`src/rtl/irq_pkg.sv`:
```
package irq_pkg;
  typedef enum logic [2:0] {
    SEL_GLB    = 3'd0,
    SEL_SRC_EN = 3'd1,
    SEL_PRIO   = 3'd2,
    SEL_MODE   = 3'd3,
    SEL_CLR    = 3'd4
  } reg_sel_e;

  localparam int LVL_N = 2;

  typedef struct packed {
    logic hi;
    logic lo;
  } svc_t;
endpackage

```
`src/rtl/irq_pin_detect.sv`:
```
module irq_pin_detect #(
  parameter int SYNC_STAGES = 2
) (
  input  logic clk,
  input  logic rst_n,
  input  logic pin_i,
  input  logic edge_mode_i,
  input  logic ack_i,
  input  logic sw_clr_i,
  output logic flag_o
);
  logic [SYNC_STAGES-1:0] sync_q;
  logic prev_q;
  logic flag_q;
  logic cur;
  logic fall;

  always_ff @(posedge clk) begin
    if (!rst_n) begin
      sync_q <= '1;
      prev_q <= 1'b1;
    end else begin
      sync_q <= {sync_q[SYNC_STAGES-2:0], pin_i};
      prev_q <= cur;
    end
  end

  assign cur  = sync_q[SYNC_STAGES-1];
  assign fall = prev_q & ~cur;

  always_ff @(posedge clk) begin
    if (!rst_n) flag_q <= 1'b0;
    else if (!edge_mode_i) flag_q <= ~cur;
    else if (fall) flag_q <= 1'b1;
    else if (ack_i || sw_clr_i) flag_q <= 1'b0;
  end

  assign flag_o = flag_q;


  ack_clears_edge_chk: assert property (@(posedge clk) disable iff (!rst_n)
    (edge_mode_i && ack_i && !fall) |=> !flag_q);


  edge_needs_fall_chk: assert property (@(posedge clk) disable iff (!rst_n)
    (edge_mode_i && !fall && !flag_q) |=> !flag_q);
endmodule

```
`src/rtl/irq_timer_flags.sv`:
```
module irq_timer_flags #(
  parameter int N = 2
) (
  input  logic         clk,
  input  logic         rst_n,
  input  logic [N-1:0] set_i,
  input  logic [N-1:0] clr_i,
  output logic [N-1:0] flag_o
);
  logic [N-1:0] flag_q;

  always_ff @(posedge clk) begin
    if (!rst_n) flag_q <= '0;
    else flag_q <= set_i | (flag_q & ~clr_i);
  end

  assign flag_o = flag_q;

  for (genvar i = 0; i < N; i++) begin : g_chk

    tmr_hold_chk: assert property (@(posedge clk) disable iff (!rst_n)
      (flag_q[i] && !clr_i[i]) |=> flag_q[i]);

    tmr_quiet_chk: assert property (@(posedge clk) disable iff (!rst_n)
      (!flag_q[i] && !set_i[i]) |=> !flag_q[i]);
  end
endmodule

```
`src/rtl/irq_arbiter.sv`:
```
module irq_arbiter #(
  parameter int SRC_N      = 4,
  parameter int VEC_W      = 16,
  parameter int VEC_BASE   = 3,
  parameter int VEC_STRIDE = 8
) (
  input  logic             clk,
  input  logic             rst_n,
  input  logic [SRC_N-1:0] req_i,
  input  logic [SRC_N-1:0] hi_i,
  input  logic             allow_hi_i,
  input  logic             allow_lo_i,
  output logic             valid_o,
  output logic             level_o,
  output logic [SRC_N-1:0] grant_o,
  output logic [VEC_W-1:0] vector_o
);
  localparam int IDX_W = (SRC_N > 1) ? $clog2(SRC_N) : 1;

  logic [SRC_N-1:0] hi_req, lo_req, pick;
  logic [IDX_W-1:0] idx;

  assign hi_req = req_i & hi_i & {SRC_N{allow_hi_i}};
  assign lo_req = req_i & ~hi_i & {SRC_N{allow_lo_i}};
  assign level_o = |hi_req;
  assign pick = level_o ? hi_req : lo_req;
  assign valid_o = |pick;

  always_comb begin
    idx = '0;
    for (int i = SRC_N - 1; i >= 0; i--) begin
      if (pick[i]) idx = IDX_W'(i);
    end
  end

  assign grant_o  = valid_o ? (SRC_N'(1) << idx) : '0;
  assign vector_o = VEC_W'(VEC_BASE + int'(idx) * VEC_STRIDE);


  grant_is_request_chk: assert property (@(posedge clk) disable iff (!rst_n)
    valid_o |-> ($onehot(grant_o) && ((grant_o & ~req_i) == '0)));


  lowest_index_chk: assert property (@(posedge clk) disable iff (!rst_n)
    valid_o |-> (((grant_o - SRC_N'(1)) & req_i & (level_o ? hi_i : ~hi_i)) == '0));
endmodule

```
`src/rtl/irq_svc_track.sv`:
```
module irq_svc_track
  import irq_pkg::*;
(
  input  logic clk,
  input  logic rst_n,
  input  logic accept_i,
  input  logic accept_hi_i,
  input  logic reti_i,
  output svc_t svc_o,
  output logic allow_hi_o,
  output logic allow_lo_o
);
  svc_t svc_q, svc_d;

  always_comb begin
    svc_d = svc_q;
    if (reti_i) begin
      if (svc_d.hi) svc_d.hi = 1'b0;
      else svc_d.lo = 1'b0;
    end
    if (accept_i) begin
      if (accept_hi_i) svc_d.hi = 1'b1;
      else svc_d.lo = 1'b1;
    end
  end

  always_ff @(posedge clk) begin
    if (!rst_n) svc_q <= '0;
    else svc_q <= svc_d;
  end

  assign svc_o      = svc_q;
  assign allow_hi_o = ~svc_q.hi;
  assign allow_lo_o = ~svc_q.hi & ~svc_q.lo;


  reti_pops_hi_chk: assert property (@(posedge clk) disable iff (!rst_n)
    (reti_i && !accept_i && svc_q.hi) |=> (!svc_q.hi && $stable(svc_q.lo)));


  reti_pops_lo_chk: assert property (@(posedge clk) disable iff (!rst_n)
    (reti_i && !accept_i && !svc_q.hi) |=> !svc_q.lo);
endmodule

```
`src/rtl/irq_prio_ctrl.sv`:
```
module irq_prio_ctrl
  import irq_pkg::*;
#(
  parameter int NUM_PAIRS   = 2,
  parameter int SYNC_STAGES = 2,
  parameter int VEC_W       = 16,
  parameter int VEC_BASE    = 3,
  parameter int VEC_STRIDE  = 8
) (
  input  logic                   clk,
  input  logic                   rst_n,
  input  logic [NUM_PAIRS-1:0]   ext_pin_i,
  input  logic [NUM_PAIRS-1:0]   tmr_ovf_i,
  input  logic                   wr_en_i,
  input  logic [2:0]             wr_sel_i,
  input  logic [2*NUM_PAIRS-1:0] wr_data_i,
  input  logic                   reti_i,
  output logic                   irq_valid_o,
  input  logic                   irq_ready_i,
  output logic [VEC_W-1:0]       irq_vector_o,
  output logic                   irq_level_o,
  output logic [2*NUM_PAIRS-1:0] flags_o,
  output logic [LVL_N-1:0]       in_svc_o
);
  localparam int SRC_N = 2 * NUM_PAIRS;

  logic                 glb_en_q;
  logic [SRC_N-1:0]     src_en_q, src_hi_q;
  logic [NUM_PAIRS-1:0] ext_edge_q;
  logic [SRC_N-1:0]     clr_bits, req, grant, flags;
  logic [NUM_PAIRS-1:0] tmr_clr, tmr_flags;
  logic                 accept, allow_hi, allow_lo;
  svc_t                 svc;

  always_ff @(posedge clk) begin
    if (!rst_n) begin
      glb_en_q   <= 1'b0;
      src_en_q   <= '0;
      src_hi_q   <= '0;
      ext_edge_q <= '0;
    end else if (wr_en_i) begin
      case (reg_sel_e'(wr_sel_i))
        SEL_GLB:    glb_en_q   <= wr_data_i[0];
        SEL_SRC_EN: src_en_q   <= wr_data_i;
        SEL_PRIO:   src_hi_q   <= wr_data_i;
        SEL_MODE:   ext_edge_q <= wr_data_i[NUM_PAIRS-1:0];
        default: ;
      endcase
    end
  end

  assign clr_bits = (wr_en_i && reg_sel_e'(wr_sel_i) == SEL_CLR) ? wr_data_i : '0;
  assign accept   = irq_valid_o & irq_ready_i;

  for (genvar k = 0; k < NUM_PAIRS; k++) begin : g_pair
    irq_pin_detect #(.SYNC_STAGES(SYNC_STAGES)) u_pin (
      .clk         (clk),
      .rst_n       (rst_n),
      .pin_i       (ext_pin_i[k]),
      .edge_mode_i (ext_edge_q[k]),
      .ack_i       (accept & grant[2*k]),
      .sw_clr_i    (clr_bits[2*k]),
      .flag_o      (flags[2*k])
    );
    assign tmr_clr[k]     = clr_bits[2*k+1];
    assign flags[2*k+1]   = tmr_flags[k];
  end

  irq_timer_flags #(.N(NUM_PAIRS)) u_tmr (
    .clk    (clk),
    .rst_n  (rst_n),
    .set_i  (tmr_ovf_i),
    .clr_i  (tmr_clr),
    .flag_o (tmr_flags)
  );

  assign req = flags & src_en_q & {SRC_N{glb_en_q}};

  irq_arbiter #(
    .SRC_N(SRC_N), .VEC_W(VEC_W), .VEC_BASE(VEC_BASE), .VEC_STRIDE(VEC_STRIDE)
  ) u_arb (
    .clk        (clk),
    .rst_n      (rst_n),
    .req_i      (req),
    .hi_i       (src_hi_q),
    .allow_hi_i (allow_hi),
    .allow_lo_i (allow_lo),
    .valid_o    (irq_valid_o),
    .level_o    (irq_level_o),
    .grant_o    (grant),
    .vector_o   (irq_vector_o)
  );

  irq_svc_track u_svc (
    .clk         (clk),
    .rst_n       (rst_n),
    .accept_i    (accept),
    .accept_hi_i (irq_level_o),
    .reti_i      (reti_i),
    .svc_o       (svc),
    .allow_hi_o  (allow_hi),
    .allow_lo_o  (allow_lo)
  );

  assign flags_o  = flags;
  assign in_svc_o = {svc.hi, svc.lo};


  glb_gate_chk: assert property (@(posedge clk) disable iff (!rst_n)
    !glb_en_q |-> !irq_valid_o);


  hi_svc_blocks_chk: assert property (@(posedge clk) disable iff (!rst_n)
    svc.hi |-> !irq_valid_o);


  lo_svc_only_hi_chk: assert property (@(posedge clk) disable iff (!rst_n)
    (svc.lo && irq_valid_o) |-> irq_level_o);


  vector_grid_chk: assert property (@(posedge clk) disable iff (!rst_n)
    irq_valid_o |-> ((int'(irq_vector_o) - VEC_BASE) % VEC_STRIDE == 0
                     && int'(irq_vector_o) < VEC_BASE + SRC_N * VEC_STRIDE));


  wait_keeps_svc_chk: assert property (@(posedge clk) disable iff (!rst_n)
    (irq_valid_o && !irq_ready_i && !reti_i) |=> $stable(in_svc_o));
endmodule

```
`config.mk`:
```
export PLATFORM = sky130hd
export DESIGN_NAME = irq_prio_ctrl
export DESIGN_NICKNAME = d
export VERILOG_FILES = /design/src/rtl/irq_pkg.sv /design/src/rtl/irq_pin_detect.sv /design/src/rtl/irq_timer_flags.sv /design/src/rtl/irq_arbiter.sv /design/src/rtl/irq_svc_track.sv /design/src/rtl/irq_prio_ctrl.sv
export SDC_FILE = /design/constraint.sdc
export NUM_CORES = 1
export LEC_CHECK = 0
export BUFFER_PORTS_ARGS = -buffer_cell sky130_fd_sc_hd__buf_2
export CORE_ASPECT_RATIO = 1.75
export CORE_UTILIZATION = 39
export CTS_CLUSTER_DIAMETER = 50
export DETAILED_ROUTE_END_ITERATION = 8
export PLACE_DENSITY_LB_ADDON = 0.12
export SYNTH_ARGS = -nofsm -noshare
export SYNTH_HDL_FRONTEND = slang
export SYNTH_SLANG_ARGS = --single-unit
```
`constraint.sdc`:
```
create_clock -name clk -period 2.3 [get_ports clk]
set_input_delay 0.46 -clock clk [delete_from_list [all_inputs] [get_ports clk]]
set_output_delay 0.46 -clock clk [all_outputs]
set_load 0.02 [all_outputs]
```
Word level (Yosys, flattened, before mapping)
Cells that the tools add are included.
Word-level totals
  input bits: 16
  output and inout bits: 24
  register bits: 23
  logic and storage cells: 69
  memory bits (read-only): 0
  memories kept: 0
  bits in latches: 0
  memory bits (writable): 0
Cells by class
  shifts and indexed selects: 1
  bitwise logic cells: 20
  reductions and logical operators: 10
  order comparisons: 0
  multiply operators: 0
  equality and inequality tests: 6
  muxes and demuxes: 18
  divide/modulo/power cells: 0
  $add $sub $neg: 1
Operator list (count)
  AND 4 bit: 6
  two-way mux 2 bit: 6
  two-way mux 1 bit: 9
  two-way mux 4 bit: 2
  AND reduction 2 bit: 4
  OR reduction 4 bit: 2
  adder 2 x 5 -> 6 bit (first input constant): 1
  AND 1 bit: 6
  equality test 3 x 2 -> 1 bit (second input constant): 2
  != test 3 x 1 -> 1 bit (second input constant): 2
  NOT 1 bit: 4
  NOT 4 bit: 1
  equality test 3 x 1 -> 1 bit (second input constant): 1
  equality test 3 bit (second input constant): 1
  zero test 3 bit: 1
  two-way mux 3 bit: 1
  left shift 1 x 2 -> 3 bit (first input constant): 1
  AND 2 bit: 1
  logical OR 1 bit: 2
  NOT 2 bit: 1
  bitwise OR 2 bit: 1
  logical AND 1 bit: 1

Longest topological paths before layout
Gate-level depths: netlist of the first run.
  word-level depth: 17
  mapped depth: 4
  mapped depth without buffers: 4

Hierarchy
A second synthesis of the first run with hierarchy kept.
Second synthesis, totals
  cell total of the unflattened synthesis: 138
  area, all modules: 1262.5 µm²
Modules (own cells, without submodules)
  irq_prio_ctrl: times used 1, sequential area each 220.2 µm², cells each 56, area an instance 525.5 µm²
  irq_arbiter: times used 1, sequential area each 0.0 µm², cells each 41, area an instance 305.3 µm²
  irq_pin_detect: times used 2, sequential area each 80.1 µm², cells each 12, area an instance 128.9 µm²
  irq_svc_track: times used 1, sequential area each 40.0 µm², cells each 11, area an instance 91.3 µm²
  irq_timer_flags: times used 1, sequential area each 40.0 µm², cells each 6, area an instance 82.6 µm²

Worst setup path before layout of the first run
OpenSTA, ideal clock, no wires.
  path kind: register to output
  from: register u_svc.svc_q (netlist bit u_svc.svc_o[1])
  to: output irq_vector_o[4]
  path buffers: 0
  data required time: 1.840 ns
  arrival: 1.606 ns
  cell stages (with the launch flop): 5
  slack: 0.234 ns
  path through: dfxtp_1 -> nand2b_1 -> nor4_2 -> a21oi_1 -> nor3_1
On the way
  longest elaborated chain between the ends: 9
  elaborated cells between the ends (all ways): 11
  classes of those cells: add/sub (1); mux (5); bitwise (4); reduce/logical (1)
Ends and longest elaborated chain
  from (decl): RTL line irq_svc_track.sv:13  | svc_t svc_q, svc_d;
  from (signal assigned): RTL line irq_svc_track.sv:29  | else svc_q <= svc_d;
  NOT 1 bit (*): RTL line irq_svc_track.sv:33, irq_svc_track.sv:34
  AND 4 bit / AND 1 bit (equally long branches): RTL line irq_arbiter.sv:23, irq_svc_track.sv:34
  OR reduction 4 bit / AND 4 bit (equally long branches): RTL line irq_arbiter.sv:25, irq_arbiter.sv:24
  two-way mux 4 bit (*): RTL line irq_arbiter.sv:26  | assign pick = level_o ? hi_req : lo_req;
  two-way mux 2 bit (3 in series): RTL line irq_arbiter.sv:32  | if (pick[i]) idx = IDX_W'(i);
  two-way mux 2 bit (*): RTL line irq_arbiter.sv:32
  adder 2 x 5 -> 6 bit (*): RTL line irq_arbiter.sv:37  | assign vector_o = VEC_W'(VEC_BASE + int'(idx) * VEC_STRIDE);
  to (decl): RTL line irq_prio_ctrl.sv:20  | output logic [VEC_W-1:0] irq_vector_o,
Every way passes the cells marked *; elsewhere a longest branch is shown, timed or not.

Worst setup path after layout of the first run
Same ends and word-level chain as after synthesis.

==> results by group, run 1 <==
CTS
  – Num CTS Buffers: 3
  – CTS tree: built
  – Root Buffer: clkbuf_8
  – Clock Path Buffers: 2
  – CTS Sinks: 23
  – Clk Latency, worst-skew pair: 260 ps
  – Post-CTS setup buffers: 0
  – H-Tree Depth: 1
  – Clock slew at reported path FFs: 90 ps

Global routing
  – Total grt overflow: 0
  – First-pass GRT wire length: 4.51 mm
  – Vias in the first global route: 988
  – Initial antenna violation count: 0
  – Largest net degree at the start of global routing: 25
  – GRT Util Overall: 17.3%

Route
  – Vias: 1052
  – DRC viols: 0
  – DRT Wirelength: 2.89 mm
  – Initial DRC count: 26
  – Post-route antenna net violation count: 0
  – Via density: 4.99
  – Routed length per instance: 13.7 microns
  – Drt first pass iters: 4

Floorplan
  – Starting density of the core: 40.9%
  – DIE AREA: 3540 sq um
  – Core area: 3140 sq um
  – Die W: 45.4 microns
  – Row cnt: 27
  – Die Y-Extent: 77.9 microns
  – I/O pin count: 40

Synth
  – Synth unique cells: 35
  – Mapped Area: 1280 sq um
  – Post-synth ARST share: 0%
  – Primary FF master, synth: dfxtp_1
  – Syn. warnings: 0
  – Cells after Synth: 145
  – Fraction of the yosys area taken by sequential cells: 35.8%
  – Number of synthesized flops with an enable pin: 0
  – Post-synthesis register bit count: 23
  – Synth Area per Inst: 8.86 sq um

Final layout
  – Share of layout cells above drive strength 1: 23.2%
  – Commonest non-fill, non-tap cell in the layout: buf_2
  – Area delta synth->final: 13.0%
  – Most frequent cells in the layout: buf_2, dfxtp_1, nor2b_1, conb_1, mux2i_1
  – Final nets: 185
  – Fillers: 339
  – Cell area after layout: 1450 sq um
  – # diodes: 0

Power and ir drop
  – Int Pwr: 563 uW
  – Leakage power: 0.000601 uW
  – Psw: 196 uW
  – Share of total power in sequential cells: 55.2%
  – Logic pwr share: 11.5%
  – Maximum VDD drop: 0.399 mV
  – Sw Share: 25.9%
  – Power per cell area: 523 nW/um^2
  – Pwr Total: 759 uW
  – Clock power share: 33.3%

Worst setup path
  – Crit start category: flop
  – Crit Path Class: reg -> out
  – Worst R2R End: u_svc.svc_o[1]
  – Critical path data required time: 1840 ps
  – R2R setup slack: 890 ps
  – CP Max Fanout: 7
  – Worst R2R Start: u_svc.svc_o[1]
  – Worst EP arrival: 1750 ps
  – Crit end category: output pin
  – Worst r2r path cells: 4

Worst hold path
  – Min-delay src: ext_pin_i[1]
  – Worst min path class: in -> reg
  – Hold path endpoint: g_pair[1].u_pin.sync_q[0]
  – Hold depth: 2

STA
  – Fin crit share: 96.0%
  – Peak Freq: 453 MHz
  – Post-route minimum period: 2210 ps
  – Hold Violations, Final: 0
  – Final Setup Violations: 0
  – RSZ-0062 raised after global routing: no
  – Max Slew Vio Count: 0
  – Post-Route Setup TNS: 0 ps
  – Worst Skew: 6.53 ps

Run status
  – Status: finished clean

Flow run
  – Max cap viols: 0

Placed design
  – Final HPWL DP: 2.25 mm
  – Gpl congestion: 0.891
  – PortBufs: 25
  – Placement Cell Area: 1390 sq um
[metrics by stage]
step                utilization, %  hold WS, ps  worst slack, ps  std cells
global route                  46.2          366             3.02        211
floorplan                        -          386              234        157
detailed placement            44.2          394              310        207
global placement              44.2          388              379        207
CTS                           45.7          370             17.1        211
finish                        46.2          378             91.4        211
[final cells by class]
class,instances,area (sq um),area share [%]
clock buffer,3,41.3,2.84
sequential,23,460,31.7
tap,43,53.8,3.71
timing repair buffer,27,140,9.66
multi-input combinational,110,736,50.7
inverter,4,15.0,1.03
clock inverter,1,5.00,0.345
[cell families after synthesis]
logic type | Yosys count | share of synthesized area [%]
AOI/OAI and AO/OA | 24 | 13.7
buffers and inverters | 24 | 11.7
DFF | 23 | 35.8
muxes | 11 | 8.57
other | 2 | 0.584
and+or+nand+nor | 61 | 29.6
[registers in the layout, summed over array words and instances, names as in the netlist]
register,flops
src_en_q,4
ext_edge_q,2
glb_en_q,1
src_hi_q,4
u_svc.svc_o,2
u_tmr.flag_o,2
g_pair.u_pin.flag_o,2
g_pair.u_pin.sync_q,4
g_pair.u_pin.prev_q,2
[layer usage]
metal | wire, microns | track usage [%] | up-vias
li1 | - | - | 528
met1 | 1200 | 19.8 | 484
met2 | 1510 | 29.6 | 32
met3 | 94 | 2.09 | 8
met4 | 82 | 9.09 | 0
met5 | 0 | 0 | -
[cell usage after synthesis (2+ instances only)]
| master | number | share of area (%) |
|---|---|---|
| inv_1 | 4 | 1.2 |
| nor4bb_1 | 2 | 1.6 |
| a21oi_1 | 7 | 2.7 |
| nand3b_1 | 3 | 1.8 |
| nand2b_1 | 8 | 3.9 |
| nor2_1 | 4 | 1.2 |
| mux2i_1 | 11 | 8.6 |
| clkbuf_1 | 4 | 1.2 |
| o21ai_0 | 6 | 2.3 |
| conb_1 | 2 | 0.58 |
| nand4b_1 | 2 | 1.4 |
| nor3_1 | 4 | 1.6 |
| nor2b_1 | 15 | 7.3 |
| and3_1 | 4 | 1.9 |
| buf_4 | 16 | 9.3 |
| dfxtp_1 | 23 | 36 |
| nand3_1 | 7 | 2.7 |
| nand2_1 | 6 | 1.8 |
[worst max-delay path, stage by stage, from the launching register on]
cell and delay (ps):
dfxtp_1 370, nand2b_2 270, nor4_4 330, a21oi_1 140, nor3_1 190, buf_2 190
[power groups by stage]
stage	registers (uW)	logic [uW]	clock network, uW
floorplan	429	72.9	0
CTS	419	86.9	264
global route	421	95.0	278
detailed placement	428	86.8	0
global placement	428	85.1	0
finish	419	87.0	253
[worst max path at each step]
stage,startpoint,endpoint,slack (ps),cells after the start
final,u_svc.svc_o[1],irq_vector_o[4],90,5
after global routing,u_svc.svc_o[1],irq_vector_o[4],3,5
after CTS,u_svc.svc_o[1],irq_vector_o[4],20,5
after detailed placement,u_svc.svc_o[1],irq_vector_o[4],310,5
after global placement,u_svc.svc_o[1],irq_vector_o[4],380,5
after floorplan,u_svc.svc_o[1],irq_vector_o[4],230,4
[timing repair]
item	in CTS	in global routing
endpoints found under the setup margin	0	1
hold buffers	0	0
resized for setup	0	3
No activity file was read; power rests on OpenSTA's default activity.
==> run 2, diff against run 1 <==
--- a/config.mk
+++ b/config.mk
@@ -7,7 +7,7 @@
 export LEC_CHECK = 0
 export BUFFER_PORTS_ARGS = -buffer_cell sky130_fd_sc_hd__buf_2
 export CORE_ASPECT_RATIO = 1.75
-export CORE_UTILIZATION = 39
+export CORE_UTILIZATION = 40
 export CTS_CLUSTER_DIAMETER = 50
 export DETAILED_ROUTE_END_ITERATION = 8
 export PLACE_DENSITY_LB_ADDON = 0.12
==> run 2 against run 1 <==
Net effect:
- final cell count unchanged
- die area down 2.4%
- clock power down 4%
- combinational power up 1%
- setup slack better by 11 ps
- maximum frequency up 0.48%
- sequential power about the same
- global-route usage down 0.91 points
- total power down 1.2%
- critical path type unchanged
==> results by group, run 2 (synthesis gave the netlist of run 1 again) <==
CTS
  – CTS tree: built
  – CTS Sinks: 23
  – Num CTS Buffers: 3
  – Root Buffer: clkbuf_8
  – Clock slew at reported path FFs: 80 ps
  – Clk Latency, worst-skew pair: 250 ps
  – Clock Path Buffers: 2
  – H-Tree Depth: 1

Route
  – Drt first pass iters: 4
  – Post-route antenna net violation count: 0
  – DRC viols: 0
  – Via density: 4.86
  – Vias: 1026
  – Routed length per instance: 12.6 microns
  – DRT Wirelength: 2.66 mm
  – Initial DRC count: 15

Worst setup path
  – Worst r2r path cells: 4
  – Worst R2R End: g_pair[0].u_pin.flag_o
  – Critical path data required time: 1840 ps
  – CP peak stage delay: 390 ps
  – Worst path cell trace: nor3b_1 -> nand3_1 -> o221a_2 -> o21ai_0 -> buf_2
  – CP max stage cell: dfxtp_1
  – Worst path depth: 5
  – Crit start category: flop
  – Top delay family on crit path: simple AND/OR/NAND/NOR gates
  – Crit end category: output pin
  – R2R setup slack: 910 ps
  – CP Max Fanout: 5
  – Worst EP arrival: 1740 ps
  – Worst R2R Start: u_svc.svc_o[1]
  – Worst path bufs/invs: 1
  – CP startpoint: glb_en_q
  – End of the critical path: irq_vector_o[3]
  – Crit Path Class: reg -> out

STA
  – RSZ-0062 raised after global routing: yes
  – Post-route minimum period: 2200 ps
  – Peak Freq: 455 MHz
  – Fin crit share: 95.6%
  – Worst Skew: 1.89 ps
  – Final Setup Violations: 0
  – Hold Violations, Final: 0
  – Max Slew Vio Count: 0

Power and ir drop
  – Maximum VDD drop: 0.488 mV
  – Leakage power: 0.000598 uW
  – Power per cell area: 518 nW/um^2

Run status
  – Status: finished clean

Final layout
  – # diodes: 0
  – Final nets: 186
  – Share of layout cells above drive strength 1: 21.9%
  – Post-layout utilization of the core: 48.4%
  – Largest regs: g_pair.u_pin.sync_q (4), src_en_q (4), src_hi_q (4)
  – Most frequent cells in the layout: buf_2, dfxtp_1, nor2b_1, conb_1, mux2i_1
  – Commonest non-fill, non-tap cell in the layout: buf_2
  – Area delta synth->final: 12.8%
  – Cell area after layout: 1450 sq um

Floorplan
  – DIE AREA: 3450 sq um
  – Starting density of the core: 42.9%
  – Die Y-Extent: 77.0 microns
  – I/O pin count: 40
  – Row cnt: 26
  – Core area: 2990 sq um
  – Die W: 44.8 microns

Global routing
  – Total grt overflow: 0
  – GRT Util Overall: 16.4%
  – Initial antenna violation count: 0
  – Largest net degree at the start of global routing: 17
  – Vias in the first global route: 966
  – First-pass GRT wire length: 4.35 mm

Placed design
  – Gpl congestion: 0.906
  – Placement Cell Area: 1400 sq um
  – PortBufs: 25
  – Final HPWL DP: 2.12 mm

Worst hold path
  – Worst min path class: in -> reg
  – Hold depth: 2

Flow run
  – Max cap viols: 0
## run 2: cell type report
class	instances	area [sq um]
inverter	4	15.0
fill	316	1540
sequential	23	460
multi-input combinational	110	728
timing repair buffer	28	148
tap	42	52.6
clock buffer	4	45.0
## run 2: worst reg2reg max path: cells and delay by family, from the launching register on
family	cells	cell delay (ps)
simple gates	2	410
flops	1	420
compound gates	2	490
## run 2: per-stage QoR
| step | total power (uW) | instances | worst slack, ps | hold WS [ps] | TNS [ps] |
|---|---|---|---|---|---|
| global route | 785 | 211 | -33.6 | 379 | -63.2 |
| floorplan | 502 | 157 | 234 | 386 | 0 |
| global placement | 513 | 207 | 402 | 392 | 0 |
| CTS | 755 | 211 | 82.9 | 378 | 0 |
| finish | 750 | 211 | 102 | 379 | 0 |
| detailed placement | 516 | 207 | 379 | 396 | 0 |
## run 2: repair_timing
| action | in CTS | in global routing |
|---|---|---|
| gates resized for setup | 0 | 1 |
| endpoints found under the setup margin | 0 | 2 |
| setup buffers | 0 | 0 |
| hold buffers | 0 | 0 |
## run 2: worst min path at each step
stage | from | endpoint | slack (ps)
final | ext_pin_i[1] | g_pair[1].u_pin.sync_q[0] | 380
after CTS | ext_pin_i[1] | g_pair[1].u_pin.sync_q[0] | 380
after floorplan | g_pair[0].u_pin.sync_q[0] | g_pair[0].u_pin.sync_q[1] | 390
after global placement | g_pair[1].u_pin.sync_q[0] | g_pair[1].u_pin.sync_q[1] | 390
after global routing | ext_pin_i[0] | g_pair[0].u_pin.sync_q[0] | 380
after detailed placement | g_pair[1].u_pin.sync_q[0] | g_pair[1].u_pin.sync_q[1] | 400
## run 2: where the power goes
group	switching, uW	internal, uW	leakage [uW]	total [uW]
Combinational	54.8	33.2	0.000388	88.0
Clock	120	123	0.0000228	243
Sequential	9.49	410	0.000188	419
Total	184	566	0.000598	750
## run 2: layer usage
metal,GRT usage [%],wire length (microns),vias to the layer above
met5,0,0,-
met4,5.45,42,0
met3,1.65,66,4
met2,29.7,1410,26
met1,19.1,1130,466
li1,-,-,530
